### src/rtl/exc_pkg.sv
package exc_pkg;
  typedef enum logic [2:0] {
    ST_IDLE = 3'd0,
    ST_PUSH = 3'd1,
    ST_RDLO = 3'd2,
    ST_RDHI = 3'd3,
    ST_WAIT = 3'd4,
    ST_DONE = 3'd5
  } seq_st_e;

  // Context byte order on the stack: the first entry is pushed first.
  localparam int unsigned CTX_BYTES = 4;
  localparam logic [1:0]  IDX_CB    = 2'd0;
  localparam logic [1:0]  IDX_PCH   = 2'd1;
  localparam logic [1:0]  IDX_PCL   = 2'd2;
  localparam logic [1:0]  IDX_SC    = 2'd3;
endpackage

### src/rtl/exc_req_hold.sv
module exc_req_hold #(
  parameter int unsigned SLOT_W = 8
) (
  input  logic              clk,
  input  logic              rst_n,
  input  logic              req_valid,
  input  logic [SLOT_W-1:0] req_slot,
  input  logic              take,
  output logic              pend,
  output logic [SLOT_W-1:0] slot_sel
);
  logic              pend_q, pend_d;
  logic [SLOT_W-1:0] slot_q, slot_d;

  always_comb begin
    pend_d = pend_q;
    slot_d = slot_q;
    if (take) begin
      // The held request is consumed; a new one arriving now gets held.
      pend_d = pend_q & req_valid;
      if (pend_q && req_valid) slot_d = req_slot;
    end else if (!pend_q && req_valid) begin
      pend_d = 1'b1;
      slot_d = req_slot;
    end
  end

  always_ff @(posedge clk or negedge rst_n) begin
    if (!rst_n) begin
      pend_q <= 1'b0;
      slot_q <= '0;
    end else begin
      pend_q <= pend_d;
      slot_q <= slot_d;
    end
  end

  assign pend     = pend_q | req_valid;
  assign slot_sel = pend_q ? slot_q : req_slot;

  // while a request is held and not consumed, its slot is kept.
  assert_held_slot_kept_R7: assert property (@(posedge clk) disable iff (!rst_n)
    (pend_q && !take) |=> (pend_q && slot_q == $past(slot_q)));
endmodule

### src/rtl/exc_seq_ctrl.sv
module exc_seq_ctrl
  import exc_pkg::*;
(
  input  logic       clk,
  input  logic       rst_n,
  input  logic       pend,
  input  logic       insn_done,
  input  logic       max_mode,
  output seq_st_e    st,
  output logic [1:0] byte_idx,
  output logic       take
);
  seq_st_e    st_q, st_d;
  logic [1:0] idx_q, idx_d;

  assign take = (st_q == ST_IDLE) && pend && insn_done;

  always_comb begin
    st_d  = st_q;
    idx_d = idx_q;
    unique case (st_q)
      ST_IDLE: if (take) begin
        st_d  = ST_PUSH;
        idx_d = max_mode ? IDX_CB : IDX_PCH;
      end
      ST_PUSH: begin
        idx_d = idx_q + 2'd1;
        if (idx_q == IDX_SC) st_d = ST_RDLO;
      end
      ST_RDLO: st_d = ST_RDHI;
      ST_RDHI: st_d = ST_WAIT;
      ST_WAIT: st_d = ST_DONE;
      ST_DONE: st_d = ST_IDLE;
      default: st_d = ST_IDLE;
    endcase
  end

  always_ff @(posedge clk or negedge rst_n) begin
    if (!rst_n) begin
      st_q  <= ST_IDLE;
      idx_q <= IDX_CB;
    end else begin
      st_q  <= st_d;
      idx_q <= idx_d;
    end
  end

  assign st       = st_q;
  assign byte_idx = idx_q;

  // the push phase is entered only after a boundary strobe.
  assert_start_boundary_R1: assert property (@(posedge clk) disable iff (!rst_n)
    (st_q == ST_PUSH && $past(st_q) == ST_IDLE) |-> $past(insn_done));
  // the first byte depends on the mode seen at the start edge.
  assert_first_byte_R3: assert property (@(posedge clk) disable iff (!rst_n)
    (st_q == ST_PUSH && $past(st_q) == ST_IDLE) |->
      (idx_q == ($past(max_mode) ? IDX_CB : IDX_PCH)));
endmodule

### src/rtl/exc_ctx_push.sv
module exc_ctx_push
  import exc_pkg::*;
#(
  parameter int unsigned ADDR_W = 24,
  parameter int unsigned PC_W   = 16
) (
  input  logic              clk,
  input  logic              rst_n,
  input  logic              take,
  input  seq_st_e           st,
  input  logic [1:0]        byte_idx,
  input  logic [PC_W-1:0]   cur_pc,
  input  logic [7:0]        cur_sc,
  input  logic [7:0]        cur_cb,
  input  logic [ADDR_W-1:0] cur_sp,
  output logic              stk_we,
  output logic [ADDR_W-1:0] stk_addr,
  output logic [7:0]        stk_wdata,
  output logic [ADDR_W-1:0] sp_out
);
  localparam int unsigned PC_HI = PC_W - 1;
  localparam int unsigned PC_LO = PC_W - 8;

  logic [7:0]        ctx_in [CTX_BYTES];
  logic [7:0]        ctx_q  [CTX_BYTES];
  logic [ADDR_W-1:0] sp_q, sp_d;
  logic              push;

  always_comb begin
    ctx_in[IDX_CB]  = cur_cb;
    ctx_in[IDX_PCH] = cur_pc[PC_HI:PC_LO];
    ctx_in[IDX_PCL] = cur_pc[7:0];
    ctx_in[IDX_SC]  = cur_sc;
  end

  generate
    for (genvar gi = 0; gi < CTX_BYTES; gi++) begin : g_ctx
      always_ff @(posedge clk or negedge rst_n) begin
        if (!rst_n)    ctx_q[gi] <= '0;
        else if (take) ctx_q[gi] <= ctx_in[gi];
      end
    end
  endgenerate

  assign push = (st == ST_PUSH);

  always_comb begin
    sp_d = sp_q;
    if (take)      sp_d = cur_sp;
    else if (push) sp_d = sp_q - ADDR_W'(1);
  end

  always_ff @(posedge clk or negedge rst_n) begin
    if (!rst_n) sp_q <= '0;
    else        sp_q <= sp_d;
  end

  assign stk_we    = push;
  assign stk_addr  = sp_q - ADDR_W'(1);
  assign stk_wdata = ctx_q[byte_idx];
  assign sp_out    = sp_q;

  // after each write the stack pointer equals the address just written.
  assert_sp_predec_R4: assert property (@(posedge clk) disable iff (!rst_n)
    stk_we |=> (sp_out == $past(stk_addr)));
endmodule

### src/rtl/exc_vec_fetch.sv
module exc_vec_fetch
  import exc_pkg::*;
#(
  parameter int unsigned ADDR_W = 24,
  parameter int unsigned SLOT_W = 8,
  parameter int unsigned PC_W   = 16
) (
  input  logic              clk,
  input  logic              rst_n,
  input  logic              take,
  input  seq_st_e           st,
  input  logic [SLOT_W-1:0] slot_sel,
  input  logic [7:0]        mem_rdata,
  output logic              mem_re,
  output logic [ADDR_W-1:0] mem_addr,
  output logic [PC_W-1:0]   pc_out
);
  logic [SLOT_W-1:0] slot_q, slot_d;
  logic [7:0]        lo_q, lo_d;
  logic [PC_W-1:0]   pc_q, pc_d;

  always_comb begin
    slot_d = take ? slot_sel : slot_q;
    lo_d   = (st == ST_RDHI) ? mem_rdata : lo_q;
    pc_d   = (st == ST_WAIT) ? {mem_rdata, lo_q} : pc_q;
  end

  always_ff @(posedge clk or negedge rst_n) begin
    if (!rst_n) begin
      slot_q <= '0;
      lo_q   <= '0;
      pc_q   <= '0;
    end else begin
      slot_q <= slot_d;
      lo_q   <= lo_d;
      pc_q   <= pc_d;
    end
  end

  assign mem_re   = (st == ST_RDLO) || (st == ST_RDHI);
  assign mem_addr = ADDR_W'(slot_q) + ADDR_W'(st == ST_RDHI);
  assign pc_out   = pc_q;

  // the low-byte read is followed at once by the read of the next byte.
  assert_vec_pair_R5: assert property (@(posedge clk) disable iff (!rst_n)
    (st == ST_RDLO) |=> (mem_re && mem_addr == $past(mem_addr) + ADDR_W'(1)));
  // the PC changes only when the high byte arrives.
  assert_pc_only_on_load_R6: assert property (@(posedge clk) disable iff (!rst_n)
    (st != ST_WAIT) |=> $stable(pc_out));
endmodule

### src/rtl/exc_entry_seq.sv
module exc_entry_seq
  import exc_pkg::*;
#(
  parameter int unsigned ADDR_W = 24,
  parameter int unsigned SLOT_W = 8,
  parameter int unsigned PC_W   = 16
) (
  input  logic              clk,
  input  logic              rst_n,
  input  logic              req_valid,
  input  logic [SLOT_W-1:0] req_slot,
  input  logic              insn_done,
  input  logic              max_mode,
  input  logic [PC_W-1:0]   cur_pc,
  input  logic [7:0]        cur_sc,
  input  logic [7:0]        cur_cb,
  input  logic [ADDR_W-1:0] cur_sp,
  output logic              stk_we,
  output logic [ADDR_W-1:0] stk_addr,
  output logic [7:0]        stk_wdata,
  output logic [ADDR_W-1:0] sp_out,
  output logic              mem_re,
  output logic [ADDR_W-1:0] mem_addr,
  input  logic [7:0]        mem_rdata,
  output logic [PC_W-1:0]   pc_out,
  output logic              busy,
  output logic              done
);
  logic [1:0]        rs_q;
  logic              rst_i_n;
  logic              pend_w, take_w;
  logic [SLOT_W-1:0] slot_w;
  logic [1:0]        idx_w;
  seq_st_e           st_w;

  // Reset asserts at once and releases on a clock edge.
  always_ff @(posedge clk or negedge rst_n) begin
    if (!rst_n) rs_q <= 2'b00;
    else        rs_q <= {rs_q[0], 1'b1};
  end
  assign rst_i_n = rs_q[1];

  exc_req_hold #(.SLOT_W(SLOT_W)) u_hold (
    .clk(clk), .rst_n(rst_i_n), .req_valid(req_valid), .req_slot(req_slot),
    .take(take_w), .pend(pend_w), .slot_sel(slot_w)
  );

  exc_seq_ctrl u_ctrl (
    .clk(clk), .rst_n(rst_i_n), .pend(pend_w), .insn_done(insn_done),
    .max_mode(max_mode), .st(st_w), .byte_idx(idx_w), .take(take_w)
  );

  exc_ctx_push #(.ADDR_W(ADDR_W), .PC_W(PC_W)) u_push (
    .clk(clk), .rst_n(rst_i_n), .take(take_w), .st(st_w), .byte_idx(idx_w),
    .cur_pc(cur_pc), .cur_sc(cur_sc), .cur_cb(cur_cb), .cur_sp(cur_sp),
    .stk_we(stk_we), .stk_addr(stk_addr), .stk_wdata(stk_wdata), .sp_out(sp_out)
  );

  exc_vec_fetch #(.ADDR_W(ADDR_W), .SLOT_W(SLOT_W), .PC_W(PC_W)) u_vec (
    .clk(clk), .rst_n(rst_i_n), .take(take_w), .st(st_w), .slot_sel(slot_w),
    .mem_rdata(mem_rdata), .mem_re(mem_re), .mem_addr(mem_addr), .pc_out(pc_out)
  );

  assign busy = (st_w != ST_IDLE);
  assign done = (st_w == ST_DONE);

  // the completion strobe lasts one cycle.
  assert_done_pulse_R6: assert property (@(posedge clk) disable iff (!rst_i_n)
    done |=> !done);
  // stack writes and vector reads never overlap.
  assert_no_overlap_R5: assert property (@(posedge clk) disable iff (!rst_i_n)
    !(stk_we && mem_re));
  // a request seen while busy leaves a pending request behind.
  assert_busy_req_held_R7: assert property (@(posedge clk) disable iff (!rst_i_n)
    (busy && req_valid) |=> pend_w);
endmodule

### config.mk
export PLATFORM = sky130hd
export DESIGN_NAME = exc_entry_seq
export DESIGN_NICKNAME = d
export VERILOG_FILES = /design/src/rtl/exc_pkg.sv /design/src/rtl/exc_req_hold.sv /design/src/rtl/exc_seq_ctrl.sv /design/src/rtl/exc_ctx_push.sv /design/src/rtl/exc_vec_fetch.sv /design/src/rtl/exc_entry_seq.sv
export SDC_FILE = /design/constraint.sdc
export NUM_CORES = 1
export LEC_CHECK = 0
export CAP_MARGIN = 25
export CORE_MARGIN = 10
export CORE_UTILIZATION = 36
export CTS_CLUSTER_SIZE = 20
export DETAILED_ROUTE_END_ITERATION = 10
export PLACE_DENSITY = 0.69
export SLEW_MARGIN = 20
export SYNTH_ARGS = -nofsm -noshare
export SYNTH_HDL_FRONTEND = slang
export SYNTH_SLANG_ARGS = --single-unit
### constraint.sdc
create_clock -name clk -period 4.35 [get_ports clk]
set_input_delay 0.87 -clock clk [delete_from_list [all_inputs] [get_ports clk]]
set_output_delay 0.87 -clock clk [all_outputs]
set_load 0.01 [all_outputs]
# Word-level counts from Yosys, hierarchy flattened
# Cells that the tools add are included.
op_classes:
  addsub: 3
  order_cmp: 1
  n_eq_ne: 9
  mux: 17
  bitwise_logic: 3
  reduce_logical: 14
op_table:
  columns: ["op", "count"]
  rows:
  - ["$mux 24", 2]
  - ["$mux 8", 6]
  - ["$sub 24x1->24 const B", 1]
  - ["$bmux 8 s2", 1]
  - ["$pmux 3 s5", 1]
  - ["$add 8x1->9", 1]
  - ["$eq 3x2->1 const B", 2]
  - ["$eq 3x3->1 const B", 2]
  - ["$mux 3", 2]
  - ["$reduce_and 2->1", 3]
  - ["$reduce_bool 2->1", 3]
  - ["$logic_and 1x1->1", 4]
  - ["$ne 2x1->1 const B", 2]
  - ["$pmux 2 s2", 1]
  - ["$eq 3x1->1 const B", 1]
  - ["$ge 3x3->1 const B", 1]
  - ["$logic_not 3->1", 1]
  - ["$mux 1", 3]
  - ["$not 2->3", 1]
  - ["$reduce_bool 3->1", 1]
  - ["$add 2x1->2 const B", 1]
  - ["$eq 2x2->1 const B", 1]
  - ["$mux 2", 1]
  - ["$ne 2x2->1 const B", 1]
  - ["other kinds (4)", 4]
word_totals:
  regBits: 104

# Longest topological paths before layout
depth:
  word_depth: 5
  ltp_mapped: 9

# Cells and area by module
# From an unflattened synthesis, not the netlist that was laid out.
hier_totals:
  hier_cells: 450
  hier_area_um2: 5348.9
modules_own_cells:
  columns: ["mod", "instances", "cells_per_inst", "area_per_inst_um2", "seq_area_each_um2"]
  rows:
  - ["exc_ctx_push", 1, 284, 3069.2, 1401.3]
  - ["exc_vec_fetch", 1, 105, 1452.6, 800.8]
  - ["exc_req_hold", 1, 31, 488.0, 225.2]
  - ["exc_seq_ctrl", 1, 25, 269.0, 125.1]
  - ["exc_entry_seq", 1, 5, 70.1, 50.0]

# Worst setup path after synthesis
# No wires, ideal clock.
synth_path:
  path_type: "register to output"
  startpoint: "reg u_ctrl.st_q[1] (netlist: u_ctrl.st[1])"
  endpoint: "out mem_addr[6]"
  arrival_time_ns: 1.962
  required_time_ns: 3.480
  path_slack_ns: 1.518
  stages_incl_launch_ff: 10
  path_buffers: 1
  cell_sequence: "dfrtp_1 -> buf_2 -> nor2b_1 -> nand2_1 -> inv_1 -> ha_1 -> ha_1 -> nand3_1 -> nor2_1 -> xor2_1"
synth_between:
  elab_chain_cells: 2
synth_rtl:
  columns: ["item", "line", "rtl"]
  rows:
  - ["from (decl)", "exc_seq_ctrl.sv:13", "seq_st_e st_q, st_d;"]
  - ["from (signal assigned)", "exc_seq_ctrl.sv:43", "st_q <= st_d;"]
  - ["$eq 3x2->1", "exc_vec_fetch.sv:41", "assign mem_addr = ADDR_W'(slot_q) + ADDR_W'(st == ST_RDHI);"]
  - ["$add 8x1->9", "exc_vec_fetch.sv:41", null]
  - ["to (decl)", "exc_entry_seq.sv:23", "output logic [ADDR_W-1:0] mem_addr,"]
# Every way passes these cells.

# Worst setup path in the final report
layout_path:
  startpoint: "reg u_push.sp_q[0] (netlist: u_push.sp_out[0])"
  endpoint: "out stk_addr[14]"
layout_between:
  elab_chain_cells: 1
layout_rtl:
  columns: ["item", "line", "rtl"]
  rows:
  - ["from (decl)", "exc_ctx_push.sv:26", "logic [ADDR_W-1:0] sp_q, sp_d;"]
  - ["from (signal assigned)", "exc_ctx_push.sv:55", "else sp_q <= sp_d;"]
  - ["$sub 24x1->24", "exc_ctx_push.sv:59", "assign stk_addr = sp_q - ADDR_W'(1);"]
  - ["to (decl)", "exc_entry_seq.sv:19", "output logic [ADDR_W-1:0] stk_addr,"]
# Every way passes these cells.

==> results.rst <==
.. list-table::
   :header-rows: 1

   * - Metric
     - Value
   * - Outcome
     - completed
   * - Maximum clock frequency
     - between 200 and 300 MHz
   * - Clock-pin slew of the registers on the worst-case setup and hold paths
     - 0.08 ns
   * - Final hold slack
     - 0.379 ns
   * - Leakage power
     - 0.00321 uW
   * - Std-Cell Core Area
     - 14500 um2
   * - Hold/Removal Path Class
     - reg -> reg
   * - Largest net degree at the start of global routing
     - 64
   * - Setup repair after global routing missed its margin
     - no
   * - 1st-pass router iterations
     - 5
   * - Crit-path slowest cell
     - sky130_fd_sc_hd__clkdlybuf4s50_1
   * - Endpoint kind of the worst setup timing path
     - output port
   * - Area of all sequential standard cells
     - 2610 um2
   * - Clk sink count
     - 104
   * - Antenna diode instance count
     - 0
   * - Cell types occupying the most area after synthesis
     - sky130_fd_sc_hd__dfrtp_1 (49%), sky130_fd_sc_hd__nand2_1 (8.7%), sky130_fd_sc_hd__mux2_2 (6.8%), sky130_fd_sc_hd__mux4_2 (3.4%), sky130_fd_sc_hd__xor2_1 (2.5%)
   * - Post-CTS Repair Setup Buffers
     - 0
   * - H-tree depth
     - 3
   * - Library cell with the highest instance count after synthesis
     - sky130_fd_sc_hd__nand2_1
   * - Share of Yosys cell area claimed by the top area cell type
     - 0.488
   * - Die area
     - 20100 um2
   * - Row Count
     - 44
   * - Max Root-Sink Buffers
     - 2
   * - Final standard cell utilization of the core
     - 0.505
   * - CP cell instances
     - inv_1 > ha_1 > nor2b_1 > nand3_1 > nor3_1 > xor2_1 > clkdlybuf4s50_1
   * - Final hold vios
     - 0
   * - Number of filler instances in the final layout
     - 1368
   * - List of most frequent post-synthesis cells
     - sky130_fd_sc_hd__nand2_1 (124), sky130_fd_sc_hd__dfrtp_1 (104), sky130_fd_sc_hd__mux2_2 (32)
   * - Remaining antenna violation count after routing
     - 0
   * - IO Pins
     - between 150 and 200
   * - Largest driver fanout on the critical path
     - 10
   * - Slew headroom
     - 0.383
   * - Most used flip-flop cell after synthesis
     - sky130_fd_sc_hd__dfrtp_1
   * - Wire length of the first global-routing pass
     - around 24000 um
   * - Layout cells sized above 1
     - 0.112
   * - Arrival time reported for the critical path endpoint
     - slightly below 3 ns
   * - Share of async-settable or async-resettable flops after synthesis
     - 1.00
   * - Category of the most critical setup path
     - reg -> out
   * - Number of synthesized register bits
     - between 100 and 150
   * - Share of synthesized area occupied by flip-flops and latches
     - 0.488
   * - Total congestion overflow
     - 0
   * - Hpwl dp
     - approximately 11000 um
   * - Post-layout minimum cycle time
     - 3.85 ns
   * - Clock buffer count from CTS
     - 9
   * - Number of synthesized flops with an enable pin
     - 0
   * - Kind of start point of the critical path
     - flip-flop
   * - Max stage delay on crit path
     - 0.57 ns
   * - Peak supply drop
     - roughly 330 uV
   * - Total design power
     - between 5000 and 6000 uW
   * - Count of nets after finishing
     - 753
   * - DRC violation total after the first TritonRoute iteration
     - 249
   * - Endpoint required time on the critical path
     - 3.48 ns
   * - PD cells
     - 809 nW/um2
   * - Number of warning messages in the yosys log
     - 0
   * - Final weighted congestion of routability-driven global placement
     - 0.826
   * - Worst Setup Slack, final
     - 0.498 ns
   * - Actual slew at the worst max-slew pin
     - about 0.92 ns
   * - Distinct cells, synth
     - 57
   * - Average wire length per cell after detail routing
     - 17.5 um
   * - Post-synthesis to final-layout area growth
     - 37.7%
   * - Final worst-path cycle share
     - 0.885
   * - Post-synthesis cell type with the largest combined area
     - sky130_fd_sc_hd__dfrtp_1
   * - Cell area after technology mapping
     - 5330 um2
   * - Number of gates given a new drive strength after cts
     - 0
   * - Gate count after technology mapping
     - 528
   * - Clock latency at the later pin of the worst-skew pair
     - 0.34 ns
   * - Total detailed-routing wirelength
     - 15000 um
   * - Count of endpoints failing setup in the final report
     - 0
   * - Place WS
     - 0.844 ns
   * - Gr usage total
     - 0.149
   * - Via count normalized by instance count
     - 5.14
   * - Residual DRC count
     - 0
   * - Combined area of the multi-input logic cells
     - 2500 um2
   * - Vias in the first global route
     - roughly 4.7k
   * - Summed negative setup slack over all endpoints
     - 0 ns
   * - Cell at the root of the clock tree
     - sky130_fd_sc_hd__clkbuf_16
   * - Count of max-cap constraint violations
     - 0
   * - Mean post-synth cell area
     - a little over 10 um2
   * - Pins over their slew limit
     - 0
   * - Antenna violations before repair
     - 0
   * - X dimension of the die
     - between 100 and 150 um
   * - Input/output buffers
     - about 160
   * - Clock tree from TritonCTS
     - built
   * - Worst clock skew
     - around 0.0078 ns
   * - Number of hold buffers added after CTS
     - 0
   * - Number of vias in the routed layout
     - ~4.4k
   * - Die Span Y
     - approximately 140 um
   * - Initial Util
     - 0.367
-- cell usage in the layout, fill, tap and decap left out, drive strengths merged, types with 6 or more instances in the layout --
master / n
clkdlybuf4s50: 161
nand2: 124
dfrtp: 104
mux2: 32
nor2: 22
o21ai: 19
conb: 16
xor2: 15
nand3: 13
xnor2: 13
inv: 13
nor3: 11
or3: 9
a22oi: 9
clkbuf: 9
mux4: 8
mux2i: 8
o211ai: 8
or4: 8
nand4: 7
a21oi: 7
buf: 7
nor4: 6
-- logic make-up after synthesis --
family,share of synthesized area
multiplexers,0.116
AO/OA/AOI/OAI,0.0889
flip-flops,0.488
AND/OR/NAND/NOR,0.193
adder cells (fa/ha/maj),0.0113
XOR/XNOR,0.0460
other,0.00141
buffers and inverters,0.0551
-- registers in the layout, summed over array words and instances, names as in the netlist --
| name | flops |
|---|---|
| u_vec.slot_q | 8 |
| u_push.sp_out | 24 |
| rs_q | 2 |
| u_hold.pend_q | 1 |
| u_ctrl.byte_idx | 2 |
| u_vec.lo_q | 8 |
| u_push.ctx_q | 32 |
| u_ctrl.st | 3 |
| u_hold.slot_q | 8 |
| u_vec.pc_out | 16 |
-- per-stage QoR --
stage	instance area [um2]	std cells
3_5_place_dp	7030	845
4_1_cts	7340	861
6_report	7340	861
2_1_floorplan	5390	542
5_1_grt	7340	861
3_3_place_gp	7030	845
-- critical path: cells and delay by family, from the launching register on --
family	cells	cell delay [ns]
buf+inv	2	0.68
fa+ha+maj	1	0.22
simple gates	3	1.12
flops	1	0.44
xor+xnor	1	0.17
-- path summary, 6_finish.rpt --
| check | slack [ns] | cells after the start | endpoint | startpoint |
|---|---|---|---|---|
| min reg2reg | 0.38 | 0 | rs_q[1] | rs_q[0] |
| min in group asynchronous | 0.42 | 0 | u_vec.pc_out[11] | rs_q[1] |
| max reg2reg | 1.88 | 5 | u_push.ctx_q[27] | u_ctrl.st[2] |
| max in group asynchronous | 2.87 | 1 | u_vec.slot_q[0] | rs_q[1] |
| max | 0.50 | 7 | stk_addr[14] | u_push.sp_out[0] |
| min | 0.38 | 0 | rs_q[1] | rs_q[0] |
-- where the power goes --
group / total (uW) / internal [uW] / switching, uW
combinational: 3130 / 1650 / 1470
sequential: 1960 / 1450 / 510
clock: 857 / 464 / 393
-- metal layers --
metal	vias to the layer above	routed length [um]	GRT usage
met3	20	1080	0.0407
met2	159	7530	0.249
met1	2146	6170	0.177
li1	2097	-	-
met5	-	0	0
met4	0	259	0.0565
-- layout make-up --
cell class / count / share of cell area
clock inverter: 7 / 0.0126
multi-input combinational: 381 / 0.340
tap: 184 / 0.0313
clock buffer: 9 / 0.0307
timing repair buffer: 168 / 0.227
inverter: 8 / 0.00409
sequential: 104 / 0.355
(Power assumes the default switching activity.)
